$ cat config.mk
export PLATFORM = sky130hd
export DESIGN_NAME = serial_wm_intc
export DESIGN_NICKNAME = d
export VERILOG_FILES = /design/src/rtl/serial_wm_pkg.sv /design/src/rtl/wm_fifo.sv /design/src/rtl/wm_irq.sv /design/src/rtl/serial_wm_intc.sv
export SDC_FILE = /design/constraint.sdc
export NUM_CORES = 1
export LEC_CHECK = 0
export ABC_AREA = 1
export BUFFER_PORTS_ARGS = -buffer_cell sky130_fd_sc_hd__buf_4
export CORE_ASPECT_RATIO = 0.9
export CORE_MARGIN = 2
export CORE_UTILIZATION = 43
export CTS_CLUSTER_DIAMETER = 150
export DETAILED_ROUTE_END_ITERATION = 10
export PLACE_DENSITY_LB_ADDON = 0.1
export SYNTH_ARGS = -nofsm -noshare
export SYNTH_HDL_FRONTEND = slang
export SYNTH_SLANG_ARGS = --single-unit
export TNS_END_PERCENT = 100
$ cat constraint.sdc
create_clock -name clk -period 4.25 [get_ports clk]
set_clock_uncertainty 0.15 [all_clocks]
set_input_delay 0.6375 -clock clk [delete_from_list [all_inputs] [get_ports clk]]
set_output_delay 0.6375 -clock clk [all_outputs]
set_load 0.02 [all_outputs]
$ cat src/rtl/serial_wm_pkg.sv
package serial_wm_pkg;
    typedef enum logic [2:0] {
        REG_TXDATA = 3'd0,
        REG_RXDATA = 3'd1,
        REG_TXCTRL = 3'd2,
        REG_RXCTRL = 3'd3,
        REG_IE     = 3'd4,
        REG_IP     = 3'd5,
        REG_STAT   = 3'd6
    } reg_addr_e;
endpackage

$ cat src/rtl/wm_fifo.sv
// Byte queue accepting up to MAXW bytes per cycle and releasing one.
module wm_fifo #(
    parameter int DEPTH = 8,
    parameter int MAXW  = 4,
    localparam int PW = $clog2(DEPTH),
    localparam int CW = $clog2(DEPTH + 1),
    localparam int LW = $clog2(MAXW + 1)
) (
    input  logic              clk,
    input  logic              rst_n,
    input  logic [LW-1:0]     push_len,
    input  logic [MAXW*8-1:0] push_data,
    input  logic              pop,
    output logic [7:0]        head,
    output logic [CW-1:0]     count
);
    typedef struct packed {
        logic [DEPTH-1:0][7:0] mem;
        logic [PW-1:0]         wp;
        logic [PW-1:0]         rp;
        logic [CW-1:0]         cnt;
    } q_t;

    q_t q_d, q_q;
    logic [CW:0] free_w, len_w, take_w;
    logic        do_pop;

    always_comb begin
        free_w = (CW+1)'(DEPTH) - (CW+1)'(q_q.cnt);
        len_w  = (CW+1)'(push_len);
        take_w = (len_w > free_w) ? free_w : len_w;
        do_pop = pop && (q_q.cnt != '0);
        q_d    = q_q;
        for (int i = 0; i < MAXW; i++) begin
            if ((CW+1)'(i) < take_w) begin
                q_d.mem[q_q.wp + PW'(i)] = push_data[i*8 +: 8];
            end
        end
        q_d.wp  = q_q.wp + PW'(take_w);
        q_d.rp  = q_q.rp + PW'(do_pop);
        q_d.cnt = q_q.cnt + CW'(take_w) - CW'(do_pop);
    end

    always_ff @(posedge clk or negedge rst_n) begin
        if (!rst_n) q_q <= '0;
        else        q_q <= q_d;
    end

    assign head  = q_q.mem[q_q.rp];
    assign count = q_q.cnt;
endmodule

$ cat src/rtl/wm_irq.sv
// Watermark comparisons, enable gating and transmit-path delay.
module wm_irq #(
    parameter int CW     = 4,
    parameter int WM_W   = 3,
    parameter int TX_DLY = 25
) (
    input  logic            clk,
    input  logic            rst_n,
    input  logic [CW-1:0]   tx_cnt,
    input  logic [CW-1:0]   rx_cnt,
    input  logic [WM_W-1:0] tx_wm,
    input  logic [WM_W-1:0] rx_wm,
    input  logic [1:0]      ie,
    output logic [1:0]      pend,
    output logic            irq
);
    logic tx_term, rx_term, tx_late;

    always_comb begin
        pend[0] = 32'(tx_cnt) < 32'(tx_wm);
        pend[1] = 32'(rx_cnt) > 32'(rx_wm);
        tx_term = pend[0] & ie[0];
        rx_term = pend[1] & ie[1];
    end

    if (TX_DLY == 0) begin : g_nodly
        assign tx_late = tx_term;
    end else begin : g_dly
        logic [TX_DLY-1:0] pipe_d, pipe_q;
        always_comb pipe_d = (pipe_q << 1) | TX_DLY'(tx_term);
        always_ff @(posedge clk or negedge rst_n) begin
            if (!rst_n) pipe_q <= '0;
            else        pipe_q <= pipe_d;
        end
        assign tx_late = pipe_q[TX_DLY-1];
    end

    assign irq = tx_late | rx_term;
endmodule

$ cat src/rtl/serial_wm_intc.sv
module serial_wm_intc
    import serial_wm_pkg::*;
#(
    parameter int DEPTH  = 8,
    parameter int MAXW   = 4,
    parameter int WM_W   = 3,
    parameter int TX_DLY = 25,
    localparam int CW = $clog2(DEPTH + 1),
    localparam int LW = $clog2(MAXW + 1)
) (
    input  logic        clk,
    input  logic        rst_n,
    input  logic        bus_we,
    input  logic        bus_re,
    input  logic [2:0]  bus_addr,
    input  logic [31:0] bus_wdata,
    input  logic [LW-1:0] bus_wlen,
    output logic [31:0] bus_rdata,
    output logic        tx_out_valid,
    output logic [7:0]  tx_out_data,
    input  logic        tx_out_ready,
    input  logic        rx_in_valid,
    input  logic [7:0]  rx_in_data,
    output logic        rx_in_ready,
    output logic        irq
);
    typedef struct packed {
        logic [WM_W-1:0] tx_wm;
        logic [WM_W-1:0] rx_wm;
        logic [1:0]      ie;
        logic            ovf;
    } ctl_t;

    ctl_t ctl_d, ctl_q;
    logic [CW-1:0] tx_cnt, rx_cnt;
    logic [7:0]    tx_head, rx_head;
    logic [1:0]    pend;
    logic [LW-1:0] len_eff, tx_len;
    logic [CW:0]   tx_free;
    logic          tx_wr, tx_pop, rx_pop, rx_push, rx_empty;

    always_comb begin
        tx_wr    = bus_we && (bus_addr == REG_TXDATA);
        len_eff  = (32'(bus_wlen) > MAXW) ? LW'(MAXW) : bus_wlen;
        tx_len   = tx_wr ? len_eff : '0;
        tx_free  = (CW+1)'(DEPTH) - (CW+1)'(tx_cnt);
        tx_pop   = tx_out_ready && tx_out_valid;
        rx_pop   = bus_re && (bus_addr == REG_RXDATA);
        rx_push  = rx_in_valid && rx_in_ready;
        rx_empty = (rx_cnt == '0);

        ctl_d = ctl_q;
        if (tx_wr && ((CW+1)'(len_eff) > tx_free)) ctl_d.ovf = 1'b1;
        if (bus_we) begin
            case (bus_addr)
                REG_TXCTRL: ctl_d.tx_wm = bus_wdata[WM_W-1:0];
                REG_RXCTRL: ctl_d.rx_wm = bus_wdata[WM_W-1:0];
                REG_IE:     ctl_d.ie    = bus_wdata[1:0];
                REG_STAT:   if (bus_wdata[0]) ctl_d.ovf = 1'b0;
                default:    ;
            endcase
        end

        case (bus_addr)
            REG_TXDATA: bus_rdata = {tx_cnt == CW'(DEPTH), 31'b0};
            REG_RXDATA: bus_rdata = {rx_empty, 23'b0, rx_empty ? 8'h00 : rx_head};
            REG_TXCTRL: bus_rdata = 32'(ctl_q.tx_wm);
            REG_RXCTRL: bus_rdata = 32'(ctl_q.rx_wm);
            REG_IE:     bus_rdata = 32'(ctl_q.ie);
            REG_IP:     bus_rdata = 32'(pend);
            REG_STAT:   bus_rdata = 32'(ctl_q.ovf);
            default:    bus_rdata = '0;
        endcase
    end

    always_ff @(posedge clk or negedge rst_n) begin
        if (!rst_n) ctl_q <= '0;
        else        ctl_q <= ctl_d;
    end

    wm_fifo #(.DEPTH(DEPTH), .MAXW(MAXW)) u_txq (
        .clk       (clk),
        .rst_n     (rst_n),
        .push_len  (tx_len),
        .push_data (bus_wdata[MAXW*8-1:0]),
        .pop       (tx_pop),
        .head      (tx_head),
        .count     (tx_cnt)
    );

    wm_fifo #(.DEPTH(DEPTH), .MAXW(1)) u_rxq (
        .clk       (clk),
        .rst_n     (rst_n),
        .push_len  (rx_push),
        .push_data (rx_in_data),
        .pop       (rx_pop),
        .head      (rx_head),
        .count     (rx_cnt)
    );

    wm_irq #(.CW(CW), .WM_W(WM_W), .TX_DLY(TX_DLY)) u_irq (
        .clk    (clk),
        .rst_n  (rst_n),
        .tx_cnt (tx_cnt),
        .rx_cnt (rx_cnt),
        .tx_wm  (ctl_q.tx_wm),
        .rx_wm  (ctl_q.rx_wm),
        .ie     (ctl_q.ie),
        .pend   (pend),
        .irq    (irq)
    );

    assign tx_out_valid = (tx_cnt != '0);
    assign tx_out_data  = tx_head;
    assign rx_in_ready  = (rx_cnt != CW'(DEPTH));
endmodule

==> flow_summary.yaml <==
timing:
  slew_violations: 0
  period_minus_slack_ns: 3.497
  rsz0062_at_grt: "no"
  finalSetupTns_ns: 0
  fin_crit_sh: 0.8229
  layout_setup_ws_ns: 0.7528
  holdWs_ns: 0.1744
  worstMarginPinSlew_ns: 0.9672
  slew_headroom: 0.3545
  hold_violations: 0
  setup_viol: 0
  fmax_mhz: 285.9
drt:
  wl_um: 40070
  drt_iter0_drc: 1363
  vias_per_cell: 5.698
  drcViolationCount: 0
  drtAntennaViolNets: 0
  drt_pass1_iterations: 6
  vias: 11169
  routedWlPerCell_um: 20.44
cells_and_area:
  drive_gt1_frac: 0.1513
  fill_cells: 2698
  nets: 1686
  final_common_cell: "nand2_1"
  final_cell_area_um2: 13000
  final_cell_mix: "nand2_1, dfrtp_1, nor2_1, nand3_1, a21oi_1"
  area_growth_pct: 10.77
  antenna_cells: 0
  final_util: 0.4835
  instances_no_fill: 1960
worst_setup_path:
  arrival_ns: 3.68
  cp-start-kind: "flip-flop"
  critical_path_class: "flip-flop to flip-flop"
  path_max_fanout: 38
  crit_path_end_kind: "flip-flop"
  cp.required_ns: 4.43
die:
  coreArea_um2: 26890
  die-area_um2: 28630
  placement_rows: 57
  die_h_um: 160.7
  io-pin-count: 95
  die-width_um: 178.1
  start_util: 0.4365
place:
  gp_congestion: 0.9452
  io_buffers: 71
  place_area_um2: 12400
  place_hpwl_um: 25530
  place_inst: 1931
  dp_worst_setup_slack_ns: 0.7025
cts:
  cts_buffers: 17
  cts.clk_slew.worst_paths_ns: 0.07
  htreeDepth: 4
  post_cts.resized_instances: 0
  clock_path_buffers: 2
  hold_buffers: 0
  clock-sinks: 182
  cts-root-buf: "clkbuf_16"
  clock_latency_ns: 0.45
  cts_tree: "built"
  post_cts_buffers: 0
power_and_ir_drop:
  power.switching_mw: 5.120
  clkPwrFrac: 0.163
  switching_share: 0.4929
  p_leak_nw: 6.378
  power.internal_mw: 5.268
  irDropWorstVdd_uv: 496.5
  pwr-share-seq: 0.300
  p_comb_frac: 0.538
  power_mw: 10.39
  power_density_nw_per_um2: 799.1
logic_synthesis:
  synth_area_um2: 11740
  ys_seq_elements: 182
  synth_cells: 1573
  synth_edf_count: 0
  yosysSeqAreaShare: 0.3881
  syn_area_per_cell_um2: 7.461
  async_flop_share: 1.000
  yosysUniqueCellTypes: 46
  synthFlopType: "dfrtp_1"
  yosys_warnings: 0
min_path:
  min_path_type: "input pin to async pin"
run:
  max_cap_viol_count: 0
grt:
  grt_pass1_vias: 10602
  grt_pass1_wl_um: 62630
  overflow: 0
  antenna_found_initial: 0
  grt_max_degree: 110
  grtUsageTotal: 0.2902
outcome:
  status: "completed"
## path summary, 6_finish.rpt
check / from / depth (start not counted) / slack (ns) / endpoint
worst max register to register: u_txq.count[0] / 17 / 0.75 / u_txq.q_q[51]
worst min-delay path: rst_n / 1 / 0.17 / u_rxq.count[2]
worst max-delay path: u_txq.count[0] / 17 / 0.75 / u_txq.q_q[51]
max in group asynchronous: rst_n / 2 / 2.84 / u_rxq.q_q[19]
min in group clk: u_irq.g_dly.pipe_q[17] / 0 / 0.20 / u_irq.g_dly.pipe_q[18]
worst min register to register: u_irq.g_dly.pipe_q[17] / 0 / 0.20 / u_irq.g_dly.pipe_q[18]
## power by group through the flow
stage	clock network [mW]	logic [mW]	registers [mW]
floorplan	0	4.21	2.87
global route	1.78	6.27	3.19
finish	1.69	5.58	3.12
detailed placement	0	5.50	3.11
CTS	1.72	5.51	3.09
global placement	0	5.42	3.11
## cells in the mapped netlist, types with 13 or more instances
cell        n  area share
clkbuf_1   39       0.012
inv_1      96       0.031
o22ai_1    14      0.0075
buf_4      26       0.017
ha_1       34       0.036
nand3_2    13       0.011
nor2_1    166       0.053
dfrtp_1   182        0.39
a31oi_1    15      0.0080
a21oi_1   132       0.056
o21ai_1    65       0.028
buf_2      23      0.0098
inv_2      48       0.015
buf_1      14      0.0045
nand2_1   294       0.094
nand4_1    69       0.037
nand3_1   144       0.061
o21ai_0    83       0.035
## cell families (layout without fill, tap and decap cells)
kind of cell / after synthesis / count (layout) / share of synthesized area
buffers and inverters: 264 / 275 / 0.09819
other: 2 / 24 / 0.0006399
and+or+nand+nor: 752 / 752 / 0.3147
DFF: 182 / 182 / 0.3881
adders and majority gates: 38 / 38 / 0.04307
AOI/OAI and AO/OA: 321 / 321 / 0.1433
xor gates and xnor gates: 14 / 14 / 0.01205
## flip-flops by register name, summed over array words and instances (netlist names)
register            cells
u_irq.g_dly.pipe_q     25
u_txq.q_q              70
u_rxq.q_q              70
ctl_q                   9
u_rxq.count             4
u_txq.count             4
## worst max-delay path, stage by stage, from the launching register on
cell	delay (ns)
dfrtp_1	0.40
inv_1	0.18
ha_1	0.22
xor2_1	0.34
ha_1	0.33
nand3_1	0.09
nand3_1	0.06
nand2_1	0.08
inv_2	0.06
nand3_1	0.08
nand2_2	0.12
nand3_4	0.24
buf_4	0.46
nand2_2	0.22
nand2_1	0.12
nand3_1	0.07
nand2_1	0.07
a21oi_1	0.06
## area by class of cell
type / instances / area [um2] / share of cell area
clock buffer: 20 / 456.7 / 0.03513
timing repair buffer: 86 / 676.9 / 0.05207
inverter: 160 / 611.8 / 0.04706
clock inverter: 9 / 143.9 / 0.01107
multi-input combinational: 1149 / 6112 / 0.4702
tap: 354 / 442.9 / 0.03407
sequential: 182 / 4556 / 0.3504
## layer usage
metal  up-vias  track usage  part of all wire
met5         -            0                 0
met4         0       0.1095             0.034
met3        98      0.07339              0.11
met2       562       0.4059              0.41
met1      5235       0.4279              0.44
li1       5274            -                 -
No activity file was read; power rests on OpenSTA's default activity.
